File: src/rtl/pgw_pkg.sv
package pgw_pkg;

    typedef enum logic [2:0] {
        ST_ON       = 3'd0,
        ST_OFF_WAIT = 3'd1,
        ST_OFF_IDLE = 3'd2,
        ST_RAMP     = 3'd3,
        ST_RST_HOLD = 3'd4
    } pgw_state_e;

    localparam logic [1:0] NEXT_FULL_ON = 2'b00;

    localparam int N_PHASE = 2;
    localparam int PH_OFF  = 0;
    localparam int PH_RST  = 1;

    function automatic logic wake_accept(input logic evt, input logic [1:0] code);
        return evt && (code == NEXT_FULL_ON);
    endfunction

    function automatic logic supply_removed(input pgw_state_e s);
        return (s == ST_OFF_WAIT) || (s == ST_OFF_IDLE);
    endfunction

    function automatic logic in_wake_seq(input pgw_state_e s);
        return (s == ST_RAMP) || (s == ST_RST_HOLD);
    endfunction

endpackage

File: src/rtl/pgw_prescaler.sv
module pgw_prescaler #(
    parameter int PRESCALE = 32000
) (
    input  logic clk,
    input  logic rst,
    input  logic clr,
    output logic tick
);
    localparam int PW = (PRESCALE > 2) ? $clog2(PRESCALE) : 1;
    localparam logic [PW-1:0] LAST = PW'(PRESCALE - 1);

    logic [PW-1:0] cnt_q;

    always_ff @(posedge clk) begin
        if (rst || clr) begin
            cnt_q <= '0;
        end else if (cnt_q == LAST) begin
            cnt_q <= '0;
        end else begin
            cnt_q <= cnt_q + 1'b1;
        end
    end

    assign tick = (cnt_q == LAST);
endmodule

File: src/rtl/pgw_countdown.sv
module pgw_countdown #(
    parameter int W = 12
) (
    input  logic         clk,
    input  logic         rst,
    input  logic         load,
    input  logic [W-1:0] load_val,
    input  logic         run,
    input  logic         tick,
    output logic         expired
);
    logic [W-1:0] cnt_q;

    always_ff @(posedge clk) begin
        if (rst) begin
            cnt_q <= '0;
        end else if (load) begin
            cnt_q <= load_val;
        end else if (run && tick && (cnt_q != '0)) begin
            cnt_q <= cnt_q - 1'b1;
        end
    end

    assign expired = run && tick && (cnt_q == '0);
endmodule

File: src/rtl/pgw_fsm.sv
module pgw_fsm
    import pgw_pkg::*;
(
    input  logic               clk,
    input  logic               rst,
    input  logic               sleep_req,
    input  logic               wake_ok,
    input  logic               pwr_off_en,
    input  logic               pwr_good,
    input  logic [N_PHASE-1:0] ph_exp,
    output pgw_state_e         state,
    output logic [N_PHASE-1:0] ph_load,
    output logic [N_PHASE-1:0] ph_run,
    output logic               pre_clr,
    output logic               capture_rcnt
);
    pgw_state_e state_q, state_d;
    logic       pend_q, pend_d;

    always_comb begin
        state_d      = state_q;
        pend_d       = pend_q;
        ph_load      = '0;
        pre_clr      = 1'b0;
        capture_rcnt = 1'b0;
        unique case (state_q)
            ST_ON: begin
                if (sleep_req && pwr_off_en) begin
                    state_d         = ST_OFF_WAIT;
                    ph_load[PH_OFF] = 1'b1;
                    pre_clr         = 1'b1;
                    capture_rcnt    = 1'b1;
                    pend_d          = 1'b0;
                end
            end
            ST_OFF_WAIT: begin
                if (ph_exp[PH_OFF]) begin
                    state_d = (pend_q || wake_ok) ? ST_RAMP : ST_OFF_IDLE;
                    pend_d  = 1'b0;
                end else if (wake_ok) begin
                    pend_d = 1'b1;
                end
            end
            ST_OFF_IDLE: begin
                if (wake_ok) begin
                    state_d = ST_RAMP;
                end
            end
            ST_RAMP: begin
                if (pwr_good) begin
                    state_d         = ST_RST_HOLD;
                    ph_load[PH_RST] = 1'b1;
                    pre_clr         = 1'b1;
                end
            end
            ST_RST_HOLD: begin
                if (ph_exp[PH_RST]) begin
                    state_d = ST_ON;
                end
            end
            default: state_d = ST_ON;
        endcase
    end

    always_ff @(posedge clk) begin
        if (rst) begin
            state_q <= ST_ON;
            pend_q  <= 1'b0;
        end else begin
            state_q <= state_d;
            pend_q  <= pend_d;
        end
    end

    always_comb begin
        ph_run         = '0;
        ph_run[PH_OFF] = (state_q == ST_OFF_WAIT);
        ph_run[PH_RST] = (state_q == ST_RST_HOLD);
    end

    assign state = state_q;
endmodule

File: src/rtl/power_gate_seq.sv
module power_gate_seq
    import pgw_pkg::*;
#(
    parameter int CNT_W    = 12,
    parameter int PRESCALE = 32000
) (
    input  logic             clk,
    input  logic             rst,
    input  logic             sleep_req,
    input  logic             wake_evt,
    input  logic [1:0]       wake_code,
    input  logic             pwr_off_en,
    input  logic [CNT_W-1:0] off_count,
    input  logic [CNT_W-1:0] rst_count,
    input  logic             pwr_good,
    output logic             supply_on,
    output logic             dom_rst,
    output logic             seq_busy
);
    pgw_state_e         state;
    logic [N_PHASE-1:0] ph_load;
    logic [N_PHASE-1:0] ph_run;
    logic [N_PHASE-1:0] ph_exp;
    logic [CNT_W-1:0]   ph_val [N_PHASE];
    logic               pre_clr;
    logic               capture_rcnt;
    logic               tick;
    logic [CNT_W-1:0]   rcnt_q;

    pgw_fsm u_fsm (
        .clk          (clk),
        .rst          (rst),
        .sleep_req    (sleep_req),
        .wake_ok      (wake_accept(wake_evt, wake_code)),
        .pwr_off_en   (pwr_off_en),
        .pwr_good     (pwr_good),
        .ph_exp       (ph_exp),
        .state        (state),
        .ph_load      (ph_load),
        .ph_run       (ph_run),
        .pre_clr      (pre_clr),
        .capture_rcnt (capture_rcnt)
    );

    pgw_prescaler #(.PRESCALE(PRESCALE)) u_pre (
        .clk  (clk),
        .rst  (rst),
        .clr  (pre_clr),
        .tick (tick)
    );

    always_ff @(posedge clk) begin
        if (rst) begin
            rcnt_q <= '0;
        end else if (capture_rcnt) begin
            rcnt_q <= rst_count;
        end
    end

    assign ph_val[PH_OFF] = off_count;
    assign ph_val[PH_RST] = rcnt_q;

    for (genvar g = 0; g < N_PHASE; g++) begin : g_phase
        pgw_countdown #(.W(CNT_W)) u_cd (
            .clk      (clk),
            .rst      (rst),
            .load     (ph_load[g]),
            .load_val (ph_val[g]),
            .run      (ph_run[g]),
            .tick     (tick),
            .expired  (ph_exp[g])
        );
    end

    assign supply_on = !supply_removed(state);
    assign dom_rst   = (state != ST_ON);
    assign seq_busy  = in_wake_seq(state);
endmodule

File: config.mk
export PLATFORM = sky130hd
export DESIGN_NAME = power_gate_seq
export DESIGN_NICKNAME = d
export VERILOG_FILES = /design/src/rtl/pgw_pkg.sv /design/src/rtl/pgw_prescaler.sv /design/src/rtl/pgw_countdown.sv /design/src/rtl/pgw_fsm.sv /design/src/rtl/power_gate_seq.sv
export SDC_FILE = /design/constraint.sdc
export NUM_CORES = 1
export LEC_CHECK = 0
export BUFFER_PORTS_ARGS = -buffer_cell sky130_fd_sc_hd__buf_2
export CAP_MARGIN = 20
export CORE_MARGIN = 2
export CORE_UTILIZATION = 45
export DETAILED_ROUTE_END_ITERATION = 10
export GPL_TIMING_DRIVEN = 0
export PLACE_DENSITY = 0.6
export SLEW_MARGIN = 20
export SYNTH_ARGS = -nofsm -noshare
export SYNTH_HDL_FRONTEND = slang
export SYNTH_SLANG_ARGS = --single-unit
File: constraint.sdc
create_clock -name clk -period 3.05 [get_ports clk]
set_input_delay 0.4575 -clock clk [delete_from_list [all_inputs] [get_ports clk]]
set_output_delay 0.4575 -clock clk [all_outputs]
set_load 0.05 [all_outputs]
# [Yosys cells after proc, flatten, opt, wreduce, memory -nomap -nowiden]
# Cells that the tools add are included.
[totals] regBits=55 inputBits=32 out_inout_bits=3 word_cells=66
[op_classes] addsub=3 eq_ne=11 mux=20 n_reduce_logical=26
[ops] op="$mux 12" count=4
[ops] op="$logic_not 12->1" count=2
[ops] op="$reduce_bool 12->1" count=2
[ops] op="$sub 12x1->12 const B" count=2
[ops] op="$add 15x1->15 const B" count=1
[ops] op="$eq 15x15->1 const B" count=1
[ops] op="$mux 3" count=5
[ops] op="$pmux 3 s5" count=1
[ops] op="$logic_and 1x1->1" count=8
[ops] op="$mux 1" count=8
[ops] op="$eq 3x2->1 const B" count=2
[ops] op="$ne 2x2->1 const B" count=3
[ops] op="$reduce_bool 2->1" count=3
[ops] op="$reduce_and 5->1" count=1
[ops] op="$logic_or 1x1->1" count=4
[ops] op="$ne 2x1->1 const B" count=2
[ops] op="$pmux 1 s2" count=2
[ops] op="$eq 3x1->1 const B" count=1
[ops] op="$eq 3x3->1 const B" count=1
[ops] op="$logic_not 3->1" count=1
[ops] op="$ne 3x3->1 const B" count=1
[ops] op="$reduce_and 3->1" count=1
[ops] op="$reduce_bool 3->1" count=1
[ops] op="$logic_not 2->1" count=1
[ops] op="other kinds (2)" count=2

# [Longest topological paths before layout]
# Gate-level depths: netlist (run 1).
[depth] ltp_word=6 depth_mapped=9

# [Cells and area by module]
# From an unflattened synthesis (run 1), not the netlist that was laid out.
[hier_totals] cells_unflattened=344 area_unflattened_um2=3037.9
[by_module_without_submodules] mod="pgw_countdown" instances=2 cells_each=98 area_each_um2=805.8 seq_area_each_um2=240.2
[by_module_without_submodules] mod="pgw_prescaler" instances=1 cells_each=74 area_each_um2=688.2 seq_area_each_um2=300.3
[by_module_without_submodules] mod="power_gate_seq" instances=1 cells_each=45 area_each_um2=465.4 seq_area_each_um2=240.2
[by_module_without_submodules] mod="pgw_fsm" instances=1 cells_each=29 area_each_um2=272.8 seq_area_each_um2=80.1

# [Worst setup path before layout (run 1)]
# OpenSTA, ideal clock, no wires.
[synth_timing] path_type="register to register" startpoint="reg u_pre.cnt_q[10]" endpoint="reg g_phase[1].u_cd.cnt_q[3]" setup_ns=0.070 arrival_time_ns=2.222 required_time_ns=2.980 setup_slack_ns=0.757 path_stages_with_launch=8 path_buffers=2 period_less_slack_ns=2.293 cell_sequence="dfxtp_1 > nand4_2 > or4b_4 > or4_4 > buf_6 > buf_2 > o2bb2a_1 > a21oi_1"
[synth_via] elab_chain_len=4
[synth_lines] item="start: declaration" line="pgw_prescaler.sv:12" text="logic [PW-1:0] cnt_q;"
[synth_lines] item="start signal: assignment" line="pgw_prescaler.sv:20" text="cnt_q <= cnt_q + 1'b1;"
[synth_lines] item="$eq 15x15->1" line="pgw_prescaler.sv:24" text="assign tick = (cnt_q == LAST);"
[synth_lines] item="$logic_and 1x1->1 (2 in a row)" line="pgw_countdown.sv:19" text="end else if (run && tick && (cnt_q != '0)) begin"
[synth_lines] item="$reduce_bool 2->1 (no source line)"
[synth_lines] item="end signal: assignment" line="pgw_countdown.sv:18" text="cnt_q <= load_val;"
[synth_lines] item="end signal: assignment" line="pgw_countdown.sv:20" text="cnt_q <= cnt_q - 1'b1;"
[synth_lines] item="end: declaration" line="pgw_countdown.sv:12" text="logic [W-1:0] cnt_q;"
# No other way between the ends.
# A chain may end at the register's enable or synchronous reset.

# [Worst setup path in the final report (run 1)]
[layout_timing] startpoint="reg u_pre.cnt_q[0]" endpoint="reg g_phase[0].u_cd.cnt_q[6]"
[layout_via] elab_chain_len=4
[layout_lines] item="$eq 15x15->1" line="pgw_prescaler.sv:24"
[layout_lines] item="$logic_and 1x1->1 (2 in a row)" line="pgw_countdown.sv:19"
[layout_lines] item="$reduce_bool 2->1 (no source line)"
[layout_lines] item="end signal: assignment" line="pgw_countdown.sv:18"
[layout_lines] item="end signal: assignment" line="pgw_countdown.sv:20"
[layout_lines] item="end: declaration" line="pgw_countdown.sv:12"
# No other way between the ends.

==> results of run 1 <==
-- final timing paths --
path	from	endpoint	slack, ns
min	rst_count[7]	rcnt_q[7]$_SDFFE_PP0P_	0.37
max	u_pre.cnt_q[0]$_SDFF_PP0_	g_phase[0].u_cd.cnt_q[6]$_SDFFE_PP0P_	0.51
max reg2reg	u_pre.cnt_q[0]$_SDFF_PP0_	g_phase[0].u_cd.cnt_q[6]$_SDFFE_PP0P_	0.51
min reg2reg	u_pre.cnt_q[0]$_SDFF_PP0_	u_pre.cnt_q[0]$_SDFF_PP0_	0.45
-- layout make-up --
type | count | share of cell area [%]
clock buffers | 6 | 2.29
repair buffers | 34 | 5.36
well taps | 75 | 2.96
plain buffers | 18 | 2.40
multi-input cells | 258 | 50.2
inverters | 10 | 1.18
clock inverters | 1 | 0.946
flip-flops and latches | 55 | 34.7
-- synth_stat cells, drive strengths merged, types with 2 or more instances --
master   n  share of area, %
or3     11               2.5
o21a     5               1.3
xor2     9               2.8
a31oi   11               2.5
o21ai    7               1.2
nand2   46               6.1
clkbuf  16               2.1
o211ai   5               1.3
buf      2              0.58
o311ai   3              0.94
ha       5               2.2
nand4b   2              0.62
or4     12               3.3
a211oi   3              0.80
xnor2    8               2.5
a311oi   9               2.8
nand4    8               2.0
a21oi   18               3.2
nor3     8               1.4
nand3    6               1.1
o31ai    5               1.3
nor2    38               5.1
inv     10               1.3
nor4b    3               1.2
or4b     2              0.85
dfxtp   55                39
nor4     5               1.1
nand2b   2              0.45
nor3b    2              0.53
or2      3              0.67
-- layer usage --
| layer | wire, um | share of wire (%) | up-vias | GRT usage (%) |
|---|---|---|---|---|
| met5 | 0 | 0 | - | 0 |
| met4 | 63 | 0.91 | 0 | 4.92 |
| met3 | 276 | 4.0 | 5 | 3.58 |
| met2 | 3150 | 45 | 61 | 34.5 |
| met1 | 3450 | 50 | 1224 | 28.5 |
| li1 | - | - | 1340 | - |
-- cells by family after synthesis --
family / count (synthesis)
buffers and inverters: 28
AOI/OAI and AO/OA: 82
and+or+nand+nor: 154
xor gates and xnor gates: 17
DFF: 55
adders and majority gates: 5
-- metrics by stage --
step / utilization [%] / hold slack, ns / std cells
floorplan: - / 0.418 / 341
global placement: 51.3 / 0.429 / 450
detailed placement: 51.3 / 0.437 / 450
CTS: 53.0 / 0.371 / 457
global route: 53.0 / 0.365 / 457
finish: 53.0 / 0.372 / 457
-- report_power, final --
group / switching [mW] / internal, mW
logic: 0.377 / 0.193
registers: 0.0600 / 0.785
clock network: 0.237 / 0.241
total: 0.674 / 1.22
-- flip-flops by register name (all words and copies together) (netlist names) --
signal              cells
g_phase.u_cd.cnt_q     24
u_pre.cnt_q            15
rcnt_q                 12
u_fsm.state             3
u_fsm.pend_q            1
-- critical path, delay by kind of cell, from the launching register on --
| kind | cells | cell delay [ns] |
|---|---|---|
| fa+ha+maj | 1 | 0.19 |
| simple gates | 4 | 1.67 |
| flops | 1 | 0.37 |
| compound gates | 1 | 0.24 |
==> impl_metrics.json, run 1 <==
{
  "p_total_mw": 1.89,
  "ys.flop_type": "dfxtp_1",
  "synth.area.mux_share_pct": 0,
  "clk_pin_slew_ns": 0.10,
  "ant_nets": 0,
  "initial_core_util_pct": 46.9,
  "htreeDepth": 2,
  "relSlewSlack_pct": 43.4,
  "path_class": "reg2reg",
  "syn_inst": 341,
  "crit_slowest_cell": "or4_1",
  "detail_route.drc_violations": 0,
  "synth_cell_types": 58,
  "tns_ns": 0,
  "place_ws_ns": 0.535,
  "cts_buffers": 5,
  "ir_drop_mv": 0.272,
  "multi_input_area_um2": 1590,
  "cts_setup_buffers": 0,
  "period_share_pct": 83.3,
  "vias": 2630,
  "outcome": "finished clean",
  "drtPass1Iterations": 4,
  "worst_slew_pin_slew_ns": 0.843,
  "drt_iter0_drc": 151,
  "grt_pass1_vias": 2550,
  "rsz0062_at_grt": "false",
  "die_h_um": 83.0,
  "most-common-layout-cells": "dfxtp_1, nand2_1, nor2_1, buf_2, a21oi_1",
  "leakage_nw": 1.14,
  "num_antenna_cells": 0,
  "finalInstanceArea_um2": 3180,
  "yosysSeqAreaShare_pct": 39.2,
  "cap_violations": 0,
  "die_width_um": 83.0,
  "slew_viol_final": 0,
  "layout_commonest_cell": "dfxtp_1",
  "ys_ff_latch": 55,
  "synth-simple-area-share_pct": 28.6,
  "grt_max_degree": 16,
  "layout_setup_ws_ns": 0.509,
  "die_area_um2": 6890,
  "synth_area_um2": 2810,
  "port_buffers": 34,
  "timing.fmax_mhz": 393,
  "ys.warnings.count": 0,
  "synth_top_family_by_area": "simple AND/OR/NAND/NOR gates",
  "postCtsHoldBufs": 0,
  "synth.net_count": 378,
  "regArea_um2": 1100,
  "fin_nets": 419,
  "grt_pass1_wl_um": 12000,
  "core_um2": 5990,
  "slowest_delay_ns": 0.60,
  "worstRegToRegCells": 6,
  "viasPerCell": 5.75,
  "min_path_cells": 3,
  "fillers": 621,
  "synthAdderAreaFrac_pct": 2.23,
  "synth_edf_count": 0,
  "avgSynthCellArea_um2": 8.24,
  "cp-start-kind": "flop",
  "drive_above_1_share_pct": 13.9,
  "grt_usage_pct": 20.9,
  "required_ns": 3.28,
  "area_growth_pct": 13.1,
  "path_cells": "ha_1 -> nand3_1 -> nor2_1 -> nand3_1 -> or4_1 -> a311oi_1",
  "hold_viol": 0,
  "root_buffer": "clkbuf_8",
  "clock-sinks": 55,
  "drt-total-wl_um": 6930,
  "rows": 28,
  "cts_tree": "yes",
  "setup_viol": 0,
  "dp_hpwl_um": 5010,
  "end_kind": "flop",
  "synthArstFlopShare_pct": 0,
  "synth_xor_xnor_area_share_pct": 5.30,
  "cts_resized": 0,
  "p_per_area_nw_per_um2": 596,
  "cp_max_fo": 10,
  "clock_path_buffers": 2,
  "gp_congestion": 0.869,
  "grt-ovfl-total": 0,
  "path_common_cell": "nand3_1",
  "insertion_delay_ns": 0.31,
  "skew_ns": 0.00464,
  "worstPathArrival_ns": 2.77,
  "min_period_ns": 2.54,
  "synth_compound_area_share_pct": 20.6,
  "antenna_found_initial": 0,
  "routedWlPerCell_um": 15.2,
  "placed_area_um2": 3070,
  "io_pins": 35,
  "hold_path_class": "in2reg"
}
Power figures use the tool's default switching activity.
==> inputs of run 2 (changes only) <==
==> constraint.sdc (replaced) <==
create_clock -name clk -period 2.4 [get_ports clk]
set_input_delay 0.36 -clock clk [delete_from_list [all_inputs] [get_ports clk]]
set_output_delay 0.36 -clock clk [all_outputs]
set_load 0.05 [all_outputs]
==> impl_metrics.json, run 2 (synthesis results as in run 1) <==
{
  "num_antenna_cells": 0,
  "crit_start": "u_pre.cnt_q[13]$_SDFF_PP0_",
  "grt_pass1_wl_um": 12200,
  "initial_core_util_pct": 46.9,
  "p_per_area_nw_per_um2": 734,
  "crit_slowest_cell": "or4b_4",
  "placed_cells": 450,
  "path_cells": "nand4_4 -> or4b_4 -> or4_4 -> buf_6 -> buf_4 -> o2bb2a_1 -> a21oi_1",
  "holdWs_ns": 0.273,
  "cp-start-kind": "flop",
  "largestRegisters": "g_phase.u_cd.cnt_q x24, u_pre.cnt_q x15, rcnt_q x12",
  "violations": "negative setup slack",
  "leakage_nw": 1.19,
  "grt_max_degree": 16,
  "fillers": 605,
  "r2r_slack_ns": -0.02,
  "r2r_start": "u_pre.cnt_q[13]$_SDFF_PP0_",
  "clk_pin_slew_ns": 0.09,
  "min_period_ns": 2.42,
  "io_pins": 35,
  "path_class": "reg2reg",
  "place_ws_ns": -0.115,
  "dp_hpwl_um": 5010,
  "port_buffers": 34,
  "routedWlPerCell_um": 15.4,
  "cp_max_fo": 10,
  "wl_met1_um": 3430,
  "rows": 28,
  "fin_nets": 427,
  "rsz0062_at_grt": "true",
  "hold_path_class": "in2reg",
  "hold_viol": 0,
  "die_h_um": 83.0,
  "slowest_delay_ns": 0.59,
  "drt_iter0_drc": 140,
  "slew_viol_final": 0,
  "skew_ns": 0.00667,
  "worst_slew_pin_slew_ns": 0.825,
  "end_kind": "flop",
  "die_area_um2": 6890,
  "cts_tree": "yes",
  "core_um2": 5990,
  "drt-total-wl_um": 7180,
  "detail_route.drc_violations": 0,
  "area_growth_pct": 18.0,
  "wl_met3_um": 358,
  "htreeDepth": 2,
  "largest_register_ffs": 24,
  "die_width_um": 83.0,
  "wl_met2_um": 3280,
  "timing.fmax_mhz": 414,
  "vias": 2709,
  "required_ns": 2.65,
  "cts_buffers": 5,
  "gp_congestion": 0.869,
  "grt_usage_pct": 21.1,
  "antenna_found_initial": 0,
  "grt_pass1_vias": 2578,
  "layout_setup_ws_ns": -0.0152,
  "ir_drop_mv": 0.344,
  "cap_violations": 0,
  "outcome": "complete, but fails checks",
  "most-common-layout-cells": "dfxtp_1, nand2_1, nor2_1, buf_2, a21oi_1",
  "postCtsHoldBufs": 0,
  "regMostFlops": "g_phase.u_cd.cnt_q",
  "relSlewSlack_pct": 44.6,
  "grt-ovfl-total": 0,
  "final_cells": 465,
  "period_share_pct": 101,
  "setup_viol": 1,
  "drtPass1Iterations": 5,
  "highest_layer": "met4",
  "clock_path_buffers": 2,
  "layout_commonest_cell": "dfxtp_1",
  "insertion_delay_ns": 0.31,
  "clock-sinks": 55,
  "root_buffer": "clkbuf_8",
  "crit_end": "g_phase[1].u_cd.cnt_q[3]$_SDFFE_PP0P_",
  "ant_nets": 0,
  "r2r_end": "g_phase[1].u_cd.cnt_q[3]$_SDFFE_PP0P_",
  "viasPerCell": 5.83,
  "worstPathArrival_ns": 2.66,
  "worstRegToRegCells": 7,
  "drive_above_1_share_pct": 18.5,
  "p_total_mw": 2.43
}
[run 2: cell count changes in the layout (fill, tap and decap cells not counted), moves of 2 or more]
| cell | change |
|---|---|
| nor2_1 | -2 |
| nand3_1 | -2 |
| nor2_2 | +2 |
| dfxtp_1 | -4 |
| buf_4 | +8 |
| dfxtp_2 | +3 |
[run 2: worst max-delay path, delay by kind of cell, from the launching register on]
family,cells,cell delay [ns]
compound gates,2,0.41
buf+inv,2,0.32
flops,1,0.36
simple gates,3,1.25
[run 2: where the power goes]
part,total (mW),internal (mW),leakage (nW),switching [mW]
Combinational,0.746,0.253,0.695,0.493
Clock,0.616,0.307,0.0513,0.309
Sequential,1.07,0.996,0.449,0.0765
[run 2: timing repair]
item,CTS,global route
gates cloned,0,1
gates resized for setup,11,10
setup endpoints to repair,15,25
buffers inserted,4,3
pin swaps,1,4
[run 2: worst min-delay path by stage]
stage,start,endpoint,slack (ns),depth (start not counted)
3_5_place_dp,u_pre.cnt_q[0]$_SDFF_PP0_,u_pre.cnt_q[0]$_SDFF_PP0_,0.44,1
4_1_cts,rst_count[9],rcnt_q[9]$_SDFFE_PP0P_,0.27,3
6_report,rst_count[7],rcnt_q[7]$_SDFFE_PP0P_,0.27,3
5_1_grt,rst_count[7],rcnt_q[7]$_SDFFE_PP0P_,0.27,3
2_1_floorplan,u_pre.cnt_q[0]$_SDFF_PP0_,u_pre.cnt_q[0]$_SDFF_PP0_,0.42,1
3_3_place_gp,u_pre.cnt_q[0]$_SDFF_PP0_,u_pre.cnt_q[0]$_SDFF_PP0_,0.43,1
[run 2: area by class of cell]
class | count | area [um^2] | share of cell area (%)
inverter | 10 | 37.5 | 1.13
tap | 75 | 93.8 | 2.83
sequential | 55 | 1110 | 33.4
clock inverter | 1 | 30.0 | 0.906
multi-input combinational | 258 | 1670 | 50.2
buffer | 18 | 80.1 | 2.42
timing repair buffer | 42 | 228 | 6.87
clock buffer | 6 | 72.6 | 2.19
[run 2: metal layers]
metal  GRT usage, %  vias to the layer above
li1               -                     1349
met1           28.8                     1278
met2           34.9                       71
met3           3.58                       11
met4           5.07                        0
met5              0                        -
[run 2: stage by stage]
step	TNS, ns	cell area [um^2]	util (%)
after floorplan	0	2810	-
after global placement	-0.385	3070	51.3
after detailed placement	-0.717	3070	51.3
after CTS	0	3240	54.1
after global routing	-0.548	3320	55.3
final	-0.0152	3320	55.3
